`src/rtl/st_pkg.sv`:
```
package st_pkg;
  typedef enum logic [2:0] {
    A_CTRL   = 3'd0,
    A_MODE   = 3'd1,
    A_CNT_LO = 3'd2,
    A_CNT_HI = 3'd3,
    A_RLD_LO = 3'd4,
    A_RLD_HI = 3'd5
  } reg_addr_e;

  typedef enum logic [1:0] {
    EXT_DIV12 = 2'b00,
    EXT_RTC   = 2'b01,
    EXT_RSVD  = 2'b10,
    EXT_CMP   = 2'b11
  } ext_src_e;

  localparam int B_RUN    = 0;
  localparam int B_SPLIT  = 1;
  localparam int B_LOIEN  = 2;
  localparam int B_IEN    = 3;
  localparam int B_CAP    = 4;
  localparam int B_FLO    = 6;
  localparam int B_FHI    = 7;
  localparam int B_LOSYS  = 2;
  localparam int B_HISYS  = 3;
endpackage

```
`src/rtl/st_tick_sel.sv`:
```
module st_tick_sel
  import st_pkg::*;
(
  input  logic       sys_sel,
  input  logic [1:0] ext_sel,
  input  logic       tick_div12,
  input  logic       tick_rtc,
  input  logic       tick_cmp,
  output logic       tick
);
  always_comb begin
    if (sys_sel) begin
      tick = 1'b1;
    end else begin
      unique case (ext_src_e'(ext_sel))
        EXT_DIV12: tick = tick_div12;
        EXT_RTC:   tick = tick_rtc;
        EXT_CMP:   tick = tick_cmp;
        default:   tick = 1'b0;
      endcase
    end
  end
endmodule

```
`src/rtl/st_half.sv`:
```
module st_half #(
  parameter int W = 8
) (
  input  logic         clk,
  input  logic         rst,
  input  logic         wr,
  input  logic [W-1:0] wdata,
  input  logic         inc,
  input  logic         reload,
  input  logic [W-1:0] rld_val,
  output logic [W-1:0] cnt,
  output logic         at_max
);
  localparam logic [W-1:0] ALL_ONES = '1;

  always_ff @(posedge clk) begin
    if (rst) begin
      cnt <= '0;
    end else if (wr) begin
      cnt <= wdata;
    end else if (inc) begin
      cnt <= reload ? rld_val : cnt + 1'b1;
    end
  end

  assign at_max = (cnt == ALL_ONES);

  AST_RELOAD_LOAD: assert property (@(posedge clk) disable iff (rst)
    (inc && reload && !wr) |=> (cnt == $past(rld_val)));
  AST_WRITE_WINS: assert property (@(posedge clk) disable iff (rst)
    wr |=> (cnt == $past(wdata)));
endmodule

```
`src/rtl/split_timer.sv`:
```
module split_timer
  import st_pkg::*;
#(
  parameter int HW = 8,
  parameter int AW = 3
) (
  input  logic          clk,
  input  logic          rst,
  input  logic          bus_wr,
  input  logic [AW-1:0] bus_addr,
  input  logic [HW-1:0] bus_wdata,
  output logic [HW-1:0] bus_rdata,
  input  logic          tick_div12,
  input  logic          tick_rtc,
  input  logic          tick_cmp,
  output logic          irq
);
  localparam int NH = 2;

  logic run_q, split_q, lo_ien_q, ien_q, cap_q, flag_lo_q, flag_hi_q;
  logic [1:0] ext_sel_q;
  logic [NH-1:0] sys_q;
  logic [HW-1:0] rld_q [NH];
  logic [HW-1:0] cnt [NH];
  logic [NH-1:0] at_max, inc, reload, wr_cnt, tick;
  logic ov_lo, ov_hi, ctrl_wr, mode_wr;
  logic fl_n, fh_n, ien_n, lo_ien_n;
  logic irq_q;

  assign ctrl_wr   = bus_wr && (bus_addr == AW'(A_CTRL));
  assign mode_wr   = bus_wr && (bus_addr == AW'(A_MODE));
  assign wr_cnt[0] = bus_wr && (bus_addr == AW'(A_CNT_LO));
  assign wr_cnt[1] = bus_wr && (bus_addr == AW'(A_CNT_HI));

  for (genvar g = 0; g < NH; g++) begin : g_half
    st_tick_sel u_sel (
      .sys_sel    (sys_q[g]),
      .ext_sel    (ext_sel_q),
      .tick_div12 (tick_div12),
      .tick_rtc   (tick_rtc),
      .tick_cmp   (tick_cmp),
      .tick       (tick[g])
    );
    st_half #(.W(HW)) u_half (
      .clk     (clk),
      .rst     (rst),
      .wr      (wr_cnt[g]),
      .wdata   (bus_wdata),
      .inc     (inc[g]),
      .reload  (reload[g]),
      .rld_val (rld_q[g]),
      .cnt     (cnt[g]),
      .at_max  (at_max[g])
    );
  end

  always_comb begin
    if (split_q) begin
      inc[0]    = tick[0];
      inc[1]    = tick[1] && run_q;
      reload[0] = at_max[0];
      reload[1] = at_max[1];
      ov_lo     = inc[0] && at_max[0] && !wr_cnt[0];
      ov_hi     = inc[1] && at_max[1] && !wr_cnt[1];
    end else begin
      inc[0]    = tick[0] && run_q;
      inc[1]    = inc[0] && at_max[0];
      reload[0] = inc[1] && at_max[1];
      reload[1] = inc[1] && at_max[1];
      ov_lo     = 1'b0;
      ov_hi     = inc[1] && at_max[1] && !wr_cnt[0] && !wr_cnt[1];
    end
  end

  assign fl_n     = (ctrl_wr ? bus_wdata[B_FLO]   : flag_lo_q) | ov_lo;
  assign fh_n     = (ctrl_wr ? bus_wdata[B_FHI]   : flag_hi_q) | ov_hi;
  assign ien_n    = ctrl_wr ? bus_wdata[B_IEN]   : ien_q;
  assign lo_ien_n = ctrl_wr ? bus_wdata[B_LOIEN] : lo_ien_q;

  always_ff @(posedge clk) begin
    if (rst) begin
      run_q <= 1'b0; split_q <= 1'b0; cap_q <= 1'b0;
      lo_ien_q <= 1'b0; ien_q <= 1'b0;
      flag_lo_q <= 1'b0; flag_hi_q <= 1'b0;
      ext_sel_q <= '0; sys_q <= '0;
      rld_q[0] <= '0; rld_q[1] <= '0;
      irq_q <= 1'b0;
    end else begin
      flag_lo_q <= fl_n;
      flag_hi_q <= fh_n;
      ien_q     <= ien_n;
      lo_ien_q  <= lo_ien_n;
      irq_q     <= ien_n && (fh_n || (lo_ien_n && fl_n));
      if (ctrl_wr) begin
        run_q   <= bus_wdata[B_RUN];
        split_q <= bus_wdata[B_SPLIT];
        cap_q   <= bus_wdata[B_CAP];
      end
      if (mode_wr) begin
        ext_sel_q <= bus_wdata[1:0];
        sys_q[0]  <= bus_wdata[B_LOSYS];
        sys_q[1]  <= bus_wdata[B_HISYS];
      end
      if (bus_wr && bus_addr == AW'(A_RLD_LO)) rld_q[0] <= bus_wdata;
      if (bus_wr && bus_addr == AW'(A_RLD_HI)) rld_q[1] <= bus_wdata;
    end
  end

  always_ff @(posedge clk) begin
    if (rst) begin
      bus_rdata <= '0;
    end else begin
      unique case (bus_addr)
        AW'(A_CTRL): begin
          bus_rdata         <= '0;
          bus_rdata[B_RUN]   <= run_q;
          bus_rdata[B_SPLIT] <= split_q;
          bus_rdata[B_LOIEN] <= lo_ien_q;
          bus_rdata[B_IEN]   <= ien_q;
          bus_rdata[B_CAP]   <= cap_q;
          bus_rdata[B_FLO]   <= flag_lo_q;
          bus_rdata[B_FHI]   <= flag_hi_q;
        end
        AW'(A_MODE): begin
          bus_rdata          <= '0;
          bus_rdata[1:0]     <= ext_sel_q;
          bus_rdata[B_LOSYS] <= sys_q[0];
          bus_rdata[B_HISYS] <= sys_q[1];
        end
        AW'(A_CNT_LO): bus_rdata <= cnt[0];
        AW'(A_CNT_HI): bus_rdata <= cnt[1];
        AW'(A_RLD_LO): bus_rdata <= rld_q[0];
        AW'(A_RLD_HI): bus_rdata <= rld_q[1];
        default:       bus_rdata <= '0;
      endcase
    end
  end

  assign irq = irq_q;

  AST_FLAG_HOLD: assert property (@(posedge clk) disable iff (rst)
    (flag_hi_q && !ctrl_wr) |=> flag_hi_q);
  AST_SET_WINS: assert property (@(posedge clk) disable iff (rst)
    ov_hi |=> flag_hi_q);
  AST_IRQ_HI: assert property (@(posedge clk) disable iff (rst)
    (ien_q && flag_hi_q) |-> irq);
  AST_IRQ_GATED: assert property (@(posedge clk) disable iff (rst)
    !ien_q |-> !irq);
  AST_HI_PARKED: assert property (@(posedge clk) disable iff (rst)
    (split_q && !run_q && !wr_cnt[1]) |=> $stable(cnt[1]));
  AST_RSVD_SILENT: assert property (@(posedge clk) disable iff (rst)
    (split_q && !sys_q[0] && ext_sel_q == EXT_RSVD && !wr_cnt[0])
      |=> $stable(cnt[0]));
  AST_WIDE_NO_LOFLAG: assert property (@(posedge clk) disable iff (rst)
    (!split_q && !flag_lo_q && !ctrl_wr) |=> !flag_lo_q);
endmodule

```
`config.mk`:
```
export PLATFORM = sky130hd
export DESIGN_NAME = split_timer
export DESIGN_NICKNAME = d
export VERILOG_FILES = /design/src/rtl/st_pkg.sv /design/src/rtl/st_tick_sel.sv /design/src/rtl/st_half.sv /design/src/rtl/split_timer.sv
export SDC_FILE = /design/constraint.sdc
export NUM_CORES = 1
export LEC_CHECK = 0
export BUFFER_PORTS_ARGS = -buffer_cell sky130_fd_sc_hd__buf_4
export CORE_MARGIN = 3
export CORE_UTILIZATION = 48
export DETAILED_ROUTE_END_ITERATION = 8
export PLACE_DENSITY = 0.66
export SLEW_MARGIN = 25
export SYNTH_ARGS = -nofsm -noshare
export SYNTH_HDL_FRONTEND = slang
export SYNTH_SLANG_ARGS = --single-unit
```
`constraint.sdc`:
```
create_clock -name clk -period 4.43 [get_ports clk]
set_input_delay 0.2215 -clock clk [delete_from_list [all_inputs] [get_ports clk]]
set_output_delay 0.2215 -clock clk [all_outputs]
set_load 0.02 [all_outputs]
```
==> summary by stage, run 1 <==
Status
The flow ran to the end, and the final reports show no timing, DRC or antenna violations.

Floorplan
Measured along the x axis, the die boundary spans approximately 85 µm. The floorplan row count is 28. The initial core utilization is 0.4994. The area of the core is 0.005991 mm². The total I/O pin count is 26.

The floorplan step defined a die boundary enclosing 0.007216 mm². The height of the die is 84.95 µm.

Clock tree
The maximum buffer depth of the clock tree is 2. Buffers inserted during clock tree synthesis total 5. The clock network latency to the later pin of the worst-skew pair is just over 0.3 ns.

After clock tree synthesis, the flow added hold-fix buffers numbering 0. The number of H-tree levels is 2. The clock net in this run drives a total of 52 sinks. The setup fix buffers added after clock tree synthesis is 0. TritonCTS built the clock tree. The post-cts repair resize count is 0.

The tree is rooted in a clkbuf_8. The clock input transition at the sequential cells of the worst setup and hold paths is roughly 0.090 ns.

Critical path
The most critical setup path has its endpoint at g_half[0].u_half.cnt[0]. The endpoint of the worst-slack reg-to-reg timing path is g_half[0].u_half.cnt[0]. On the critical path, the stage with the largest delay is an instance of a211oi_2. The largest fanout of any net on the critical path is 11. The worst register-to-register path begins at ext_sel_q[1]. In this design, the stage delay of the slowest critical-path cell is 0.71 ns. The most critical setup path has its startpoint at ext_sel_q[1]. STA classifies the critical path startpoint as a register. The worst-case register-to-register setup slack is 1.95 ns. The type of the worst setup path is reg2reg.

The required time of the critical path is approximately 4.6 ns. The worst setup path is captured at a register. The number of cell instances on the worst register-to-register path is 5. Walking the worst path, the cells encountered are mux2_4, a211oi_2, o31ai_4, and2_1, a311o_1. The arrival time reported for the critical path endpoint is 2.68 ns.

Logic synthesis
The post-synthesis register bit count is 52. Among all flip-flop cells after synthesis, the most frequent one is dfxtp_1. The share of Yosys cell area claimed by the top area cell type is 0.2409.

In the post-synthesis netlist, the biggest area contributors are dfxtp_1 (24%), edfxtp_1 (16%), nor2_1 (4.4%). Yosys mapped a number of flops with a built-in enable equal to 16. Counting flops with an async set or reset pin after synthesis yields a share of 0.

Of the total synthesized cell area, the portion taken by XOR and XNOR cells is 0.03220. The proportion of synthesized chip area in sequential cells is 0.4015. The Yosys step of the flow raised 0 warnings. When the netlist entered floorplanning its net count stood at 335. The library cell with the largest summed area after synthesis is dfxtp_1.

The cell area after synthesis is 0.002992 mm². Of the total synthesized cell area, the portion taken by full adders, half adders and majority gates is 0.008365. The complex-gate fraction of the synthesized area is 0.2162. By area, the combinational part of the netlist is dominated by compound AO/OA/AOI/OAI gates. The post-synthesis area per instance is 9.467 µm².

The commonest cells after synthesis are dfxtp_1 (36), nor2_1 (35), and2_1 (17). By instance count, the leading cell after synthesis is dfxtp_1. The portion of netlist area occupied by mux cells is 0.08992. The simple-gate share of the synthesized area is 0.2108. The number of different library cells used by synthesis comes to just under 60. Synthesis handed over a netlist of 316 instances.

GRT
The maximum number of pins on one net before global-route repair is 39. The first global-routing pass estimated 13630 µm of wire. The initial antenna violation count is 0.

The aggregate global routing overflow is 0. The via count of the first global-routing pass is 2465. The global-route total usage across every layer is 0.2385.

Layout
The diode insertion count for antenna repair is 0. The storage element area is approximately 0.0012 mm². Compared with the post-synthesis result, the final layout area differs by 10.25%.

The final standard cell count with taps included and fillers excluded is ~400. At the end of the flow, the number of nets in the layout was 345. The share of post-route cells with drive strength above 1 is 0.1713. In the final layout, the multi-input gates occupy 0.001670 mm². Fill cells in the final layout number 569.

Timing
The number of hold violations in the final report is 0. The maximum clock frequency is between 400 and 500 MHz. For the final routed database, the setup TNS stands at 0 ns.

The actual transition at the worst max-transition pin is 0.8902 ns. The worst pin sits at a relative slew slack of 0.4052. Counting I/O delays and the setup requirement, the final critical path takes 2.482 ns. The number of setup violations in the final report is 0. On the final layout, the worst clock skew is 0.009922 ns.

The final count of pins violating max slew is 0. Setup repair after global routing left no endpoint under its margin. The share of the clock period used by the worst path is 0.5602.

Drt
The total via count after detailed routing is 2612. After detailed routing, the total wire length is 8383 µm. The number of nets still failing antenna checks after routing is 0. The per-cell via count in the routed design is about 6.5. The per-cell routed wire length is 20.85 µm. The first-iteration detailed-routing DRC count is 265. After detailed routing, the number of remaining DRC violations is 0. For this run, the detailed router's first-pass iteration total came to 5.

Place
The total instance count after detailed placement is 394. Routability-driven placement finished with a final weighted congestion of 0.9139. The count of buffers inserted at the top-level ports is 25. The placed wire-length estimate is approximately 6000 µm.

Flow run
The tool flagged a number of max-cap violations equal to 0.

Power and ir drop
The power per cell area is a little over 300 mW/mm². VDD sags by at most 0.1401 mV. The total leakage power is 1.142 nW.

Worst hold path
In this run the worst hold path is classified as in2reg.
sequential cells by signal, indices dropped and copies added, names as in the netlist:
register,flops
bus_rdata,8
cap_q,1
ext_sel_q,2
flag_hi_q,1
flag_lo_q,1
g_half.u_half.cnt,16
ien_q,1
irq,1
lo_ien_q,1
rld_q,16
run_q,1
split_q,1
sys_q,2
stage by stage:
| step | worst slack (ns) | hold slack, ns | area (µm²) | total power, mW | util |
|---|---|---|---|---|---|
| after floorplan | 2.430 | 0.3602 | 2992 | 0.6073 | - |
| after CTS | 1.878 | 0.1963 | 3296 | 1.004 | 0.5501 |
| after global placement | 2.019 | 0.5068 | 3169 | 0.6531 | 0.5290 |
| final | 1.948 | 0.1899 | 3298 | 1.003 | 0.5505 |
| after global routing | 1.852 | 0.2086 | 3298 | 1.032 | 0.5505 |
| after detailed placement | 1.870 | 0.5139 | 3169 | 0.6527 | 0.5290 |
cell families after synthesis:
kind of cell,after synthesis
AND/OR/NAND/NOR,115
AO/OA/AOI/OAI,85
flip-flops,52
buffers and inverters,27
multiplexers,24
XOR/XNOR,11
adder cells (fa/ha/maj),2
routing by layer:
metal  GRT usage  up-vias  part of all wire
li1            -     1221                 -
met1      0.3376     1267              0.45
met2      0.3630      109              0.46
met3     0.04854       15             0.068
met4     0.08058        0             0.026
met5           0        -                 0
worst min path at each step:
stage               slack, ns    startpoint  endpoint  depth (start not counted)
floorplan                0.36  bus_wdata[0]     run_q                          2
global placement         0.51  bus_wdata[1]   split_q                          3
detailed placement       0.51  bus_wdata[1]   split_q                          3
CTS                      0.20  bus_wdata[4]     cap_q                          3
global route             0.21  bus_wdata[1]   split_q                          3
finish                   0.19  bus_wdata[1]   split_q                          3
power breakdown:
group          switching, mW  total, mW  internal (mW)
Sequential            0.0204      0.531          0.511
Combinational         0.0672      0.113         0.0454
Clock                  0.160      0.360          0.200
worst max-delay path, delay by kind of cell, from the launching register on:
| family | cells | cell delay [ns] |
|---|---|---|
| DFF | 1 | 0.43 |
| AOI/OAI and AO/OA | 3 | 1.30 |
| muxes | 1 | 0.34 |
| and+or+nand+nor | 1 | 0.30 |
area by class of cell:
class,count,area share
Multi-Input combinational cell,237,0.5064
Timing Repair Buffer,25,0.05690
Tap cell,75,0.02845
Clock inverter,1,0.009105
Clock buffer,7,0.02921
Sequential cell,52,0.3642
Inverter,5,0.005690
cells in the final DEF (no fill, tap or decap), drive strengths merged, types with 5 or more instances in the layout:
cell	count
or3	5
nand2	14
xnor2	7
mux2i	13
nor3	10
dfxtp	36
o211ai	7
o21ai	6
nand3	8
edfxtp	16
and2	17
clkbuf	7
a211oi	10
a21oi	14
a31oi	9
a22oi	7
mux2	10
buf	25
inv	5
nand4	5
nor2	35
Note: power is estimated with default switching activity, not from simulation.
==> run 2: changes to the inputs <==
==> constraint.sdc (replaced) <==
create_clock -name clk -period 2.3 [get_ports clk]
set_input_delay 0.115 -clock clk [delete_from_list [all_inputs] [get_ports clk]]
set_output_delay 0.115 -clock clk [all_outputs]
set_load 0.02 [all_outputs]
==> run 2 against run 1 <==
- via count grew 2.5%
- first-iteration DRC count is 10% lower
- design area rose by 4.9%
- critical path depth up 2
- die area unchanged
- clock-buffer cell count shrank 1
- worst setup slack got worse by 1.8 ns
- sequential cell count stayed put
- cell count increased by 5.2%
- core utilization increased by 2.7 points
- combinational power increased by 110%
- power rose by 91%
- critical path type unchanged
- largest cell class unchanged
- largest power group unchanged
==> summary by stage, run 2 (synthesis gave the netlist of run 1 again) <==
Drt
The final layout contains routed wiring with a total length of approximately 8500 µm. Before antenna repair, the detailed router went through 5 iterations. The per-cell routed wire length is 20.01 µm.

The total via count after detailed routing is 2678. The per-cell via count in the routed design is 6.331. The number of nets still failing antenna checks after routing is 0. After detailed routing, the number of remaining DRC violations is 0. The first routing iteration left 238 violations.

Status
The flow ran to the end, and the final reports show no timing, DRC or antenna violations.

Place
The count of buffers inserted at the top-level ports is 25. The routability congestion estimate is roughly 0.88. The total instance count after detailed placement is 414. The placed wire-length estimate is between 6000 and 7000 µm. The post-placement setup slack is 0.1141 ns.

Timing
For this run, the top clock speed supported by timing is 457.5 MHz. The minimum setup slack in the final design is 0.1144 ns. Setup repair after global routing left no endpoint under its margin. The actual transition at the worst max-transition pin is 0.5593 ns. The total negative slack is 0 ns. The final count of pins violating max slew is 0. The headroom to the max-slew limit is 0.6223. Counting I/O delays and the setup requirement, the final critical path takes between 2 and 2.5 ns. Setup violations remaining at the end of the flow were counted as 0. The share of the clock period used by the worst path is 0.9503. The number of hold violations in the final report is 0.

The worst clock skew on the final layout is roughly 0.013 ns.

GRT
For this run the aggregate overflow at the end of global routing stands at 0. The first global-routing pass estimated 13770 µm of wire. The initial antenna violation count is 0. The global-route total usage across every layer is 0.2431. The maximum number of pins on one net before global-route repair is 39.

The via count of the first global-routing pass was 2516.

Critical path
The last element of the critical path is g_half[0].u_half.cnt[0]. The largest fanout of any net on the critical path is 6. The number of cell instances on the worst register-to-register path is 7. The start point of the critical path is g_half[1].u_half.cnt[1]. The number of buffer and inverter stages on the critical path is 1. The required time of the critical path is between 2 and 3 ns. The maximum single-stage delay on the critical path is 0.43 ns. Traced cell by cell, the critical path runs through ha_1, nand2_1, or3_4, o31ai_4, buf_4, a211oi_1, a311o_1. The worst register-to-register path ends at g_half[0].u_half.cnt[0].

The type of element capturing the critical path is a register. The logic depth of the worst setup path including buffers is 7. The setup path with the least slack is of type reg2reg. The top cell family by delay on the critical path is compound AO/OA/AOI/OAI gates. The sort of element at the start of the critical path is a register. The slowest stage of the critical path belongs to the cell or3_4. The worst-case register-to-register setup slack is 0.11 ns. The worst register-to-register path begins at g_half[1].u_half.cnt[1]. The arrival time reported for the critical path endpoint is approximately 2.4 ns.

Layout
The storage element area is roughly 0.0012 mm². The library cells used most frequently in the layout, excluding fill and tap cells, are buf_4 (46), dfxtp_1 (36), nor2_1 (35). The diode insertion count for antenna repair is 0. For this run, the share of the core covered by cells in the final layout is 0.5775. The area growth from synthesis to layout is 15.64%. For this run, the number of standard cells in the final layout without fillers is 423. After filler insertion, the fill cell instance count of the layout stands at 529. The largest registers in the layout are g_half.u_half.cnt x16, rld_q x16, bus_rdata x8. The most frequent standard cell in the layout excluding fill and tap cells is buf_4. The footprint of the multi-input gates is 0.001684 mm².

The net count reported at finish is 366. The share of post-route cells with drive strength above 1 is 0.2241.

Clock tree
The clock passes through at most 2 buffers. The clock input transition at the sequential cells of the worst setup and hold paths is 0.09 ns. The number of clock sinks is 52. The H-tree was split into 2 levels. The CTS tree is yes. The tree is rooted in a clkbuf_8. The clock buffer count from CTS is 5. The clock network latency to the later pin of the worst-skew pair is approximately 0.31 ns.

Floorplan
The floorplan has 28 rows. In this run the count of I/O pins placed on the die edge is 26. From bottom edge to top edge, the die measures 84.95 µm. The region available for standard cell placement spans 0.005991 mm². The horizontal die dimension is 84.95 µm. The initial utilization of the core area, before any placement, comes to 0.4994.

The die covers 0.007216 mm².

Power and ir drop
The power per cell area is 552.6 mW/mm². In this run the static leakage power is ~1.2 nW. Across the VDD grid, the largest voltage drop is ~0.26 mV.

Flow run
The tool flagged a number of max-cap violations equal to 0.

Worst hold path
The tightest min-delay check is of the in2reg type.
==> run 2: area by class of cell <==
cell class	instances	share of cell area
Sequential cell	52	0.3472
Clock inverter	2	0.009765
Clock buffer	6	0.02387
Inverter	5	0.005425
Timing Repair Buffer	46	0.09982
Multi-Input combinational cell	237	0.4868
Tap cell	75	0.02712
==> run 2: worst min path at each step <==
stage / startpoint / endpoint / cells past startpoint
after global placement: bus_wdata[1] / split_q / 3
after detailed placement: bus_wdata[1] / split_q / 3
after CTS: bus_wdata[1] / split_q / 3
after floorplan: bus_wdata[0] / run_q / 2
after global routing: bus_wdata[0] / run_q / 3
final: bus_wdata[0] / run_q / 3
==> run 2: timing repair <==
item,CTS,global route
endpoints found under the setup margin,0,6
endpoints found under the hold margin,0,0
hold buffers,0,0
setup buffers,0,1
gates resized for setup,0,4
==> run 2: metrics by stage <==
| stage | cell area (µm²) | total power [mW] | hold WS (ns) |
|---|---|---|---|
| finish | 3460 | 1.912 | 0.08396 |
| global route | 3460 | 1.984 | 0.09649 |
| CTS | 3436 | 1.917 | 0.08148 |
| detailed placement | 3319 | 1.270 | 0.4049 |
| global placement | 3319 | 1.270 | 0.4028 |
| floorplan | 2992 | 1.170 | 0.2537 |
==> run 2: per-layer routing <==
| metal | wire length [µm] | track usage | share of wire |
|---|---|---|---|
| met1 | 3738 | 0.3386 | 0.44 |
| met2 | 3813 | 0.3750 | 0.45 |
| met3 | 686 | 0.05146 | 0.081 |
| met4 | 227 | 0.08201 | 0.027 |
| met5 | 0 | 0 | 0 |
==> run 2: power by group <==
part	switching, mW	internal, mW
Combinational	0.138	0.0994
Sequential	0.0340	0.984
Clock	0.305	0.351
==> run 2: worst reg2reg max path: stages (launching register included) <==
cell	delay (ns)
dfxtp_1	0.40
ha_1	0.23
nand2_1	0.12
or3_4	0.43
o31ai_4	0.37
buf_4	0.19
a211oi_1	0.06
a311o_1	0.26
==> run 3: changes to the inputs <==
--- a/config.mk
+++ b/config.mk
@@ -9,7 +9,7 @@
 export CORE_MARGIN = 3
 export CORE_UTILIZATION = 48
 export DETAILED_ROUTE_END_ITERATION = 8
-export PLACE_DENSITY = 0.66
+export PLACE_DENSITY_LB_ADDON = 0.1
 export SLEW_MARGIN = 25
 export SYNTH_ARGS = -nofsm -noshare
 export SYNTH_HDL_FRONTEND = slang
==> constraint.sdc (replaced) <==
create_clock -name clk -period 1.85 [get_ports clk]
set_input_delay 0.0925 -clock clk [delete_from_list [all_inputs] [get_ports clk]]
set_output_delay 0.0925 -clock clk [all_outputs]
set_load 0.02 [all_outputs]
==> run 3 against run 2 <==
- the run now ends with setup timing left
- sequential cell count did not move
- via count grew 4.3%
- first-iteration DRC count down 10%
- power increased by 16%
- highest routed layer unchanged
- clock-buffer cell count is the same
- clock power fell by 5.9%
- maximum frequency up 16%
- critical path depth fell by 2
==> summary by stage, run 3 (synthesis gave the netlist of run 1 again) <==
Floorplan
The core region is 0.005991 mm². The initial core utilization is 0.4994. The floorplan row count is 28.

The height of the die is 84.95 µm. 26 I/O pins were placed. The horizontal die dimension is 84.95 µm.

The area enclosed by the die boundary is 0.007216 mm².

Timing
The worst clock skew on the final layout is 0.005264 ns. The smallest hold slack is 0.05700 ns. The number of setup violations in the final report is 1. The headroom to the max-slew limit is 0.6958. Setup repair after global routing could not meet its margin everywhere. The minimum setup slack in the final design is -0.04168 ns. The shortest clock period the worst path allows after layout is 1.892 ns. The final count of pins violating max slew is 0. The number of hold violations in the final report is 0.

In the finished design, the share of the clock period the worst path needs comes to 1.023. Timing would allow up to around 530 MHz. The actual transition at the worst max-transition pin is roughly 0.46 ns.

Worst hold path
The classification of the worst-slack hold path is in2reg.

Drt
After detailed routing, the number of vias per cell comes to about 6.1. The per-cell routed wire length is 19.27 µm. After detailed routing, the number of remaining DRC violations is 0.

After the first detailed-routing iteration, the DRC count stood at 214. The detail route stage leaves a number of antenna-violating nets equal to 0. The first-pass detailed-route iteration total is 5. The total via count after detailed routing is 2792. The final wirelength is 8768 µm.

Clock tree
TritonCTS built the clock tree. Clock-pin slew was measured on the worst setup and hold paths at 0.09 ns. The clock buffer count from CTS is 5. The clock network latency to the later pin of the worst-skew pair is 0.31 ns.

The cell sitting at the root of the clock tree is a clkbuf_8. The number of H-tree levels is 2. The clock passes through at most 2 buffers. The tree built by TritonCTS fans out to 52 sinks.

Critical path
STA classifies the critical path startpoint as a register. STA puts the critical path data arrival time at between 2 and 2.5 ns. The largest single stage delay on the critical path is 0.40 ns.

Among all stages on the critical path, the largest delay is contributed by or3_4. The worst-case register-to-register setup slack is -0.04 ns. The worst setup path is of the reg2reg kind. Of all nets on the critical path, the largest fanout is 7. The signal on the critical path passes through nor4bb_1, a221o_1, a22oi_4, or3_4, o32ai_1. The type of element capturing the critical path is a register. The top cell family by delay on the critical path is simple AND/OR/NAND/NOR gates.

At the worst endpoint, the required time is 2.06 ns. The critical path contains buffers and inverters numbering 0 combined.

Layout
The net count reported at finish is 399. The number of filler cells placed in the layout is 494. Once layout is complete, the utilization of the core stands at 0.6370. In the final layout, the share of cells above drive strength 1 is 0.3500. Relative to the synthesized area, the layout overhead comes to 27.56%. The final standard cell count with taps included and fillers excluded is ~460. The largest registers in the layout are g_half.u_half.cnt x16, rld_q x16, bus_rdata x8. The library cell used most frequently in the layout, excluding fill and tap cells, is buf_4. The repair_antennas step left the layout with diodes totalling 0. With fillers left out, the area of the finished cells amounts to 0.003816 mm².

In the layout the commonest cells are buf_4 (75), nor2_1 (34), dfxtp_1 (29).

GRT
Entering global routing, the biggest net connects 25 pins. The first-pass GRT wire length is 14030 µm. The aggregate global routing overflow is 0. The initial antenna violation count is 0. The global-route total usage across every layer is 0.2495.

The via count of the first global-routing pass came to 2628.

Place
The placed wire-length estimate is 6629 µm. The post-placement setup slack is -0.05427 ns. Buffers placed on the I/O ports in this run total 25. The number of placed instances, taps included, is about 450.

The instance area at placement is about 0.0036 mm². The congestion estimate from routability-driven global placement came to 0.9551.

Power and ir drop
The switching part of the total is 0.2638. The internal power summed over all cells is 1.634 mW. The sequential share of power is 0.565.

Of the total power, the clock network draws 0.278. The net switching power is 0.5856 mW. The maximum resistive drop on vdd is 0.3021 mV. The analysis attributes to cell leakage a power of around 1.4 nW. Of the total power, combinational logic draws 0.157. The power per cell area is roughly 580 mW/mm².

Flow run
The tool flagged a number of max-cap violations equal to 0.

Status
The final reports fail on setup timing. The run finished, with violations left.
-- run 3: cell count changes in the layout (fill, tap and decap cells not counted), moves of 3 or more --
cell,change
dfxtp_1,-7
dfxtp_2,+4
a211oi_1,-4
dfxtp_4,+3
buf_6,+4
a211oi_2,+4
buf_4,+29
-- run 3: repair_timing --
item / 4_1_cts / 5_1_grt
hold buffers: 0 / 0
setup buffers: 1 / 3
gates resized for setup: 7 / 19
endpoints found under the setup margin: 14 / 17
pin swaps: 2 / 15
-- run 3: worst paths after layout --
check,start,to,cells past startpoint
min reg2reg,cap_q,cap_q,2
max reg2reg,split_q,g_half[1].u_half.cnt[7],5
max,split_q,g_half[1].u_half.cnt[7],5
min,bus_wdata[4],cap_q,3
-- run 3: per-stage QoR --
step,setup TNS [ns],power [mW]
6_report,-0.04168,2.220
5_1_grt,-0.4338,2.309
4_1_cts,-0.002077,2.221
3_5_place_dp,-0.3033,1.607
3_3_place_gp,-0.1511,1.603
2_1_floorplan,-0.02979,1.454
-- run 3: metal layers --
layer | track usage | share of wire | routed length (µm)
met1 | 0.3341 | 0.44 | 3894
met2 | 0.4188 | 0.48 | 4173
met3 | 0.04466 | 0.062 | 547
met4 | 0.06043 | 0.017 | 153
met5 | 0 | 0 | 0
-- run 3: layout make-up --
| type | instances | area [µm²] | area share |
|---|---|---|---|
| Clock buffer | 6 | 72.57 | 0.01902 |
| Clock inverter | 1 | 5.005 | 0.001311 |
| Inverter | 5 | 18.77 | 0.004918 |
| Multi-Input combinational cell | 237 | 1800 | 0.4718 |
| Sequential cell | 52 | 1217 | 0.3190 |
| Tap cell | 75 | 93.84 | 0.02459 |
| Timing Repair Buffer | 79 | 608.1 | 0.1593 |
-- run 3: power by group through the flow --
| stage | Combinational, mW | Sequential [mW] | Clock (mW) |
|---|---|---|---|
| finish | 0.349 | 1.25 | 0.617 |
| detailed placement | 0.325 | 1.28 | 0 |
| global route | 0.373 | 1.26 | 0.676 |
| CTS | 0.333 | 1.25 | 0.635 |
| floorplan | 0.173 | 1.28 | 0 |
| global placement | 0.323 | 1.28 | 0 |
-- run 3: worst min-delay path, delay by kind of cell --
kind | cells | cell delay (ns)
and+or+nand+nor | 1 | 0.07
muxes | 1 | 0.06
buffers and inverters | 1 | 0.10
